`src/rtl/pipe_array_mul4.sv`:
```
module pipe_array_mul4 #(
  parameter int W = 4
) (
  input  logic           clk,
  input  logic           rst_n,
  input  logic           in_valid,
  input  logic [W-1:0]   in_a,
  input  logic [W-1:0]   in_b,
  output logic           out_valid,
  output logic [2*W-1:0] out_prod
);
  localparam int PW   = 2 * W;
  localparam int ROWS = W - 1;
  localparam int LAT  = 2 * W - 1;

  for (genvar lv = 1; lv <= LAT; lv++) begin : g_lv
    logic          v_i, v_q;
    logic [PW-1:0] s_i, s_n, s_q;

    if (lv == 1) begin : g_in
      assign v_i = in_valid;
      assign s_i = PW'(in_a & {W{in_b[0]}});
    end else begin : g_link
      assign v_i = g_lv[lv-1].v_q;
      assign s_i = g_lv[lv-1].s_q;
    end

    if (lv <= ROWS) begin : g_csa
      logic [W-1:0]    a_i;
      logic [W-lv-1:0] b_i;
      logic [PW-1:0]   c_i, pp, c_n, c_q;

      if (lv == 1) begin : g_first
        assign a_i = in_a;
        assign b_i = in_b[W-1:1];
        assign c_i = '0;
      end else begin : g_next
        assign a_i = g_lv[lv-1].g_csa.g_fwd.a_q;
        assign b_i = g_lv[lv-1].g_csa.g_fwd.b_q;
        assign c_i = g_lv[lv-1].g_csa.c_q;
      end

      assign pp  = PW'(a_i & {W{b_i[0]}}) << lv;
      assign s_n = s_i ^ c_i ^ pp;
      assign c_n = ((s_i & c_i) | (s_i & pp) | (c_i & pp)) << 1;

      always_ff @(posedge clk or negedge rst_n)
        if (!rst_n) c_q <= '0;
        else        c_q <= c_n;

      if (lv < ROWS) begin : g_fwd
        logic [W-1:0]    a_q;
        logic [W-lv-2:0] b_q;
        always_ff @(posedge clk or negedge rst_n)
          if (!rst_n) begin
            a_q <= '0;
            b_q <= '0;
          end else begin
            a_q <= a_i;
            b_q <= b_i[W-lv-1:1];
          end
      end
    end else begin : g_rip
      logic [PW-lv-1:0] c_i;
      logic [W-1:0]     low;
      logic             cy_i, cy_n;

      if (lv == W) begin : g_first
        assign c_i  = g_lv[lv-1].g_csa.c_q[PW-1:W];
        assign low  = g_lv[lv-1].g_csa.c_q[W-1:0];
        assign cy_i = 1'b0;
      end else begin : g_next
        assign c_i  = g_lv[lv-1].g_rip.g_fwd.c_q;
        assign low  = '0;
        assign cy_i = g_lv[lv-1].g_rip.g_fwd.cy_q;
      end

      assign cy_n = (s_i[lv] & c_i[0]) | (s_i[lv] & cy_i) | (c_i[0] & cy_i);

      always_comb begin
        s_n          = s_i;
        s_n[W-1:0]   = s_i[W-1:0] ^ low;
        s_n[lv]      = s_i[lv] ^ c_i[0] ^ cy_i;
      end

      if (lv < LAT) begin : g_fwd
        logic [PW-lv-2:0] c_q;
        logic             cy_q;
        always_ff @(posedge clk or negedge rst_n)
          if (!rst_n) begin
            c_q  <= '0;
            cy_q <= 1'b0;
          end else begin
            c_q  <= c_i[PW-lv-1:1];
            cy_q <= cy_n;
          end
      end
    end

    always_ff @(posedge clk or negedge rst_n)
      if (!rst_n) begin
        v_q <= 1'b0;
        s_q <= '0;
      end else begin
        v_q <= v_i;
        s_q <= s_n;
      end
  end

  assign out_valid = g_lv[LAT].v_q;
  assign out_prod  = g_lv[LAT].s_q;
endmodule


```
`config.mk`:
```
export PLATFORM = sky130hd
export DESIGN_NAME = pipe_array_mul4
export DESIGN_NICKNAME = d
export VERILOG_FILES = /design/src/rtl/pipe_array_mul4.sv
export SDC_FILE = /design/constraint.sdc
export NUM_CORES = 1
export LEC_CHECK = 0
export CORE_MARGIN = 2
export CORE_UTILIZATION = 40
export DETAILED_ROUTE_END_ITERATION = 10
export SETUP_SLACK_MARGIN = 0.02
export SYNTH_ARGS = -nofsm -noshare
export SYNTH_HDL_FRONTEND = slang
export SYNTH_SLANG_ARGS = --single-unit
export TNS_END_PERCENT = 30
```
`constraint.sdc`:
```
create_clock -name clk -period 1.6 [get_ports clk]
set_clock_uncertainty 0.05 [all_clocks]
set_input_delay 0.32 -clock clk [delete_from_list [all_inputs] [get_ports clk]]
set_output_delay 0.32 -clock clk [all_outputs]
set_load 0.01 [all_outputs]
```
==> reports/qor.yml, run 1 <==
status: "completed"
finish.net_count: 187
crit_fanout: 1
vdd_ir_drop_max_mv: 0.5673
place_area_um2: 2689
fin_tns_setup_ps: 0
yosys.area.top_type_share: 0.8386
crit_type: "flip-flop to primary output"
clkTransAtPathRegs_ps: 70
cts.sinks: 80
rsz0062_at_grt: "no"
globalRouteMet1Util: 0.09579
drive_gt1_frac: 0.1006
ioPinCount: 20
grt_max_degree: 81
slew_headroom: 0.7401
fp.dieH_um: 81.26
synthToLayoutAreaGrowth_pct: 21.54
grt_usage: 0.1033
synth_cells: 132
use_met3: 0.06333
critPathCaptureType: "primary output"
synth_area_um2: 2387
syn_nets: 155
clockBufferDepth: 2
reg2reg_depth: 3
worstPathCellList: "dlygate4sd2_1"
critPathSlowestCell: "dfrtp_1"
arrival_ps: 970
crit_family: "flip-flops"
wl_per_cell_um: 10.84
power_density_nw_per_um2: 1332
p_leak_nw: 1.520
first_global_vias: 1104
synth.avg_cell_area_um2: 18.09
hold_class: "flip-flop to flip-flop"
timing.final.crit_period_ps: 1339
cts_htree_levels: 3
drt_iter0_markers: 34
reg2reg_setup_slack_ps: 430
ant_nets: 0
whs_path_depth: 0
cp.required_ps: 1230
grt-busiest-layer: "met2"
start_util: 0.4080
ys_ff_latch: 80
timing.rr.end: "g_lv[2].s_q[4]"
path_depth: 1
cap_violations: 0
finalCoreUtilization: 0.4959
antenna_found_initial: 0
via_per_inst: 4.066
post_cts_buffers: 0
crit_buf_inv: 1
critPathMaxStageDelay_ps: 360
synth_top_cell_by_area: "dfrtp_1"
synth.distinct_cells: 6
rows: 28
fmax_mhz: 747.1
ys_seq_area_frac: 0.8386
cts_made_buffers: 9
hold_viol: 0
worstSkewPairLatency_ps: 330
grt_pass1_wl_mm: 4.629
hpwl_mm: 1.662
antenna_cells: 0
portBuffers: 19
reg2reg_from: "g_lv[1].g_csa.g_fwd.b_q[0]"
first_pass_iters: 4
min_to: "g_lv[4].v_q"
die-area_um2: 6602
drv_slew: 0
num_vias: 992
grt-ovfl-total: 0
start_kind: "flip-flop"
grtUsageMet2: 0.1694
post-route-drc-count: 0
cts_tree: "yes"
yosys_warnings: 0
min-delay-start: "g_lv[3].v_q"
stdcell_area_um2: 2902
gp_congestion: 0.6715
die_width_um: 81.26
wirelength_mm: 2.645
synth.area.top_cells: "dfrtp_1 (84%), fa_1 (6.7%), inv_1 (3.8%)"
setup_violations: 0
core_um2: 5851
tightest_slew_ps: 389.9
cts-root-buf: "clkbuf_8"
fin_crit_sh: 0.8366
-- layer usage --
metal	up-vias	share of wire	routed length (um)
li1	447	-	-
met1	514	0.37	978
met2	29	0.55	1449
met3	2	0.073	193
met4	0	0.0087	23
met5	-	0	0
-- cells by family after synthesis --
family,after synthesis,share of synthesized area
flip-flops,80,0.8386
AND/OR/NAND/NOR,16,0.03564
buffers and inverters,24,0.03774
adder cells (fa/ha/maj),12,0.08805
-- cell type report --
class                   count  area, um2
flip-flops and latches     80       2002
clock inverters             3      15.01
fillers                   497       2949
clock buffers              13      168.9
inverters                  24      90.09
repair buffers             21      236.5
well taps                  75      93.84
multi-input cells          28      295.3
-- report_power, final --
part / internal (mW) / total [mW] / switching [mW]
registers: 2.26 / 2.32 / 0.0634
clock network: 0.683 / 1.30 / 0.621
logic: 0.118 / 0.241 / 0.123
total: 3.06 / 3.87 / 0.808
-- Yosys cell counts --
library cell / count
and2_1: 10
dfrtp_1: 80
fa_1: 8
ha_1: 4
inv_1: 24
nand2_1: 6
-- flip-flops by register name, summed over array words and instances (netlist names) --
signal	flops
out_valid	1
g_lv.g_csa.c_q	9
g_lv.g_csa.g_fwd.a_q	8
g_lv.g_rip.g_fwd.c_q	3
out_prod	8
g_lv.g_csa.g_fwd.b_q	3
g_lv.s_q	39
g_lv.v_q	6
g_lv.g_rip.g_fwd.cy_q	3
-- worst max path at each step --
stage / start / end
floorplan: g_lv[1].g_csa.g_fwd.b_q[0] / g_lv[2].s_q[2]
global placement: in_b[0] / g_lv[1].s_q[3]
global route: out_prod[2] / out_prod[2]
detailed placement: in_a[1] / g_lv[1].s_q[1]
CTS: out_prod[3] / out_prod[3]
finish: out_prod[2] / out_prod[2]
-- placed cells by master (no fill, tap or decap), drive strengths merged --
master	instances
and2	10
clkdlybuf4s50	9
dfrtp	80
inv	24
ha	4
clkbuf	13
buf	2
dlygate4sd3	1
clkinv	3
fa	8
dlymetal6s2s	8
nand2	6
dlygate4sd2	1
-- stage by stage --
stage	setup WS (ps)	hold WS (ps)	std cells	power, mW
after global placement	230.2	281.1	227	2.604
after CTS	14.17	298.9	244	3.958
after detailed placement	201.4	284.7	227	2.629
after floorplan	524.6	-25.59	132	2.436
final	261.4	296.2	244	3.866
after global routing	206.0	302.4	244	4.084
-- repair_timing --
item / in CTS / in global routing
gates resized for setup: 1 / 8
setup endpoints to repair: 4 / 8
hold endpoints to repair: 80 / 0
hold buffers: 1 / 0
No activity file was read; power rests on OpenSTA's default activity.
==> run 2: changes to the inputs <==
- clock period: 1.6 -> 1.34 ns (I/O delays scaled with it)
==> reports/qor.yml, run 2 (synthesized netlist as in run 1, its figures left out) <==
fp.dieH_um: 81.26  # unchanged
largest-register: "g_lv.s_q"
whs_ps: 258.1  # -38.16 ps
portBuffers: 19  # unchanged
die-area_um2: 6602  # unchanged
finish.net_count: 190  # +1.6%
cts-root-buf: "clkbuf_8"
ant_nets: 0  # unchanged
setup_violations: 0  # unchanged
grt_usage: 0.1059  # +0.002601
hpwl_mm: 1.671  # +0.51%
drv_slew: 0  # unchanged
rows: 28  # unchanged
power_density_nw_per_um2: 1657  # +24%
arrival_ps: 920  # -50 ps
hold_class: "input port to async pin"
drive_gt1_frac: 0.1111  # +0.01052
fin_crit_sh: 0.9266
worstPathCellList: "clkdlybuf4s15_1"
cts_made_buffers: 9  # unchanged
cp.required_ps: 1020  # -210 ps
p_sw_frac: 0.2016  # -0.007442
reg.largest.list: "g_lv.s_q x39, g_lv.g_csa.c_q x9"
first_pass_iters: 2  # -2
finalCoreUtilization: 0.4987  # +0.002780
p_seq_frac: 0.573  # -0.027
crit_fanout: 1  # unchanged
synthToLayoutAreaGrowth_pct: 22.22
hold_viol: 0  # unchanged
power.switching_mw: 0.9747  # +21%
core_um2: 5851  # unchanged
status: "completed"
crit_family: "flip-flops"
num_vias: 985  # -0.71%
grtUsageMet2: 0.1562  # -0.01322
slew_headroom: 0.7988  # +0.05869
internal-power_mw: 3.861  # +26%
gp_congestion: 0.6938  # +3.3%
cts_htree_levels: 3  # unchanged
first_global_vias: 1075  # -2.6%
vdd_ir_drop_max_mv: 0.6910  # +22%
clkTransAtPathRegs_ps: 70  # about the same
grt-busiest-layer: "met2"
antenna_found_initial: 0  # unchanged
tightest_slew_ps: 301.9  # -88.04 ps
post-route-drc-count: 0  # unchanged
grt-ovfl-total: 0  # unchanged
critPathMaxStageDelay_ps: 360  # about the same
largest_register_ffs: 39  # unchanged
p_leak_nw: 1.449  # -4.7%
rsz0062_at_grt: "no"
via_per_inst: 4.004  # -1.5%
crit_buf_inv: 1  # unchanged
fin_tns_setup_ps: 0  # unchanged
wirelength_mm: 2.559  # -3.3%
drt_iter0_markers: 42  # +24%
final_common_cell: "dfrtp_1"
use_met3: 0.06444  # +0.001111
wl_per_cell_um: 10.40  # -4.0%
most-common-layout-cells: "dfrtp_1 (80), inv_1 (24), and2_1 (10)"
cts_tree: "yes"
fmax_mhz: 805.4
clockBufferDepth: 2  # unchanged
start_util: 0.4080  # unchanged
grt_max_degree: 44  # -46%
grt_pass1_wl_mm: 4.692  # +1.4%
timing.final.crit_period_ps: 1242
worstSkewPairLatency_ps: 340  # about the same
critPathCaptureType: "primary output"
post_cts_buffers: 0  # unchanged
cap_violations: 0  # unchanged
ioPinCount: 20  # unchanged
crit_type: "flip-flop to primary output"
die_width_um: 81.26  # unchanged
combPwrFrac: 0.058  # -0.004
antenna_cells: 0  # unchanged
p_clk_frac: 0.369  # +0.032
start_kind: "flip-flop"
cts.sinks: 80  # unchanged
globalRouteMet1Util: 0.1109  # +0.01507
critPathSlowestCell: "dfrtp_1"
run 2: cell count changes in the layout (fill, tap and decap cells not counted):
cell	change
dlygate4sd2_1	-1
dlymetal6s2s_1	-8
clkbuf_2	+1
clkdlybuf4s15_1	+8
clkbuf_1	+1
clkinv_2	-1
bufinv_16	+2
clkbuf_8	-3
buf_4	+3
run 2: cell type report:
type,instances,area (um2)
clock buffer,11,131.4
clock inverter,4,70.07
fill,485,2933
inverter,24,90.09
multi-input combinational,28,295.3
sequential,80,2002
tap,75,93.84
timing repair buffer,24,235.2
run 2: per-layer routing:
metal | wire, um | share of wire
met5 | 0 | 0
met1 | 989 | 0.39
met3 | 191 | 0.075
met2 | 1294 | 0.51
met4 | 84 | 0.033
run 2: worst paths after layout:
path | slack (ps) | end | startpoint | cells past startpoint
setup reg to reg | 170 | g_lv[3].s_q[5] | g_lv[2].g_csa.g_fwd.b_q | 3
min in group clk | 300 | g_lv[4].s_q[0] | g_lv[3].s_q[0] | 0
max in group asynchronous | 440 | g_lv[1].s_q[2] | rst_n | 3
hold reg to reg | 300 | g_lv[4].s_q[0] | g_lv[3].s_q[0] | 0
setup / recovery | 100 | out_prod[3] | out_prod[3] | 1
hold / removal | 260 | g_lv[5].v_q | rst_n | 2
run 2: what timing repair did:
item,in CTS,in global routing
endpoints found under the hold margin,54,0
hold buffers,1,0
endpoints found under the setup margin,9,9
resized for setup,9,10
pin swaps,0,0
gates cloned,0,0
run 2: power groups by stage:
stage | combinational [mW] | sequential [mW] | clock [mW]
6_report | 0.279 | 2.77 | 1.79
2_1_floorplan | 0.0823 | 2.83 | 0
4_1_cts | 0.286 | 2.78 | 1.85
3_3_place_gp | 0.306 | 2.81 | 0
3_5_place_dp | 0.316 | 2.83 | 0
5_1_grt | 0.329 | 2.80 | 1.98
run 2: per-stage QoR:
step / setup slack [ps] / area, um2 / instances / power [mW]
global route: 25.66 / 2918 / 246 / 5.112
floorplan: 264.6 / 2387 / 132 / 2.909
global placement: 24.71 / 2711 / 230 / 3.119
CTS: 21.24 / 2912 / 246 / 4.907
detailed placement: -9.002 / 2711 / 230 / 3.142
finish: 98.31 / 2918 / 246 / 4.836
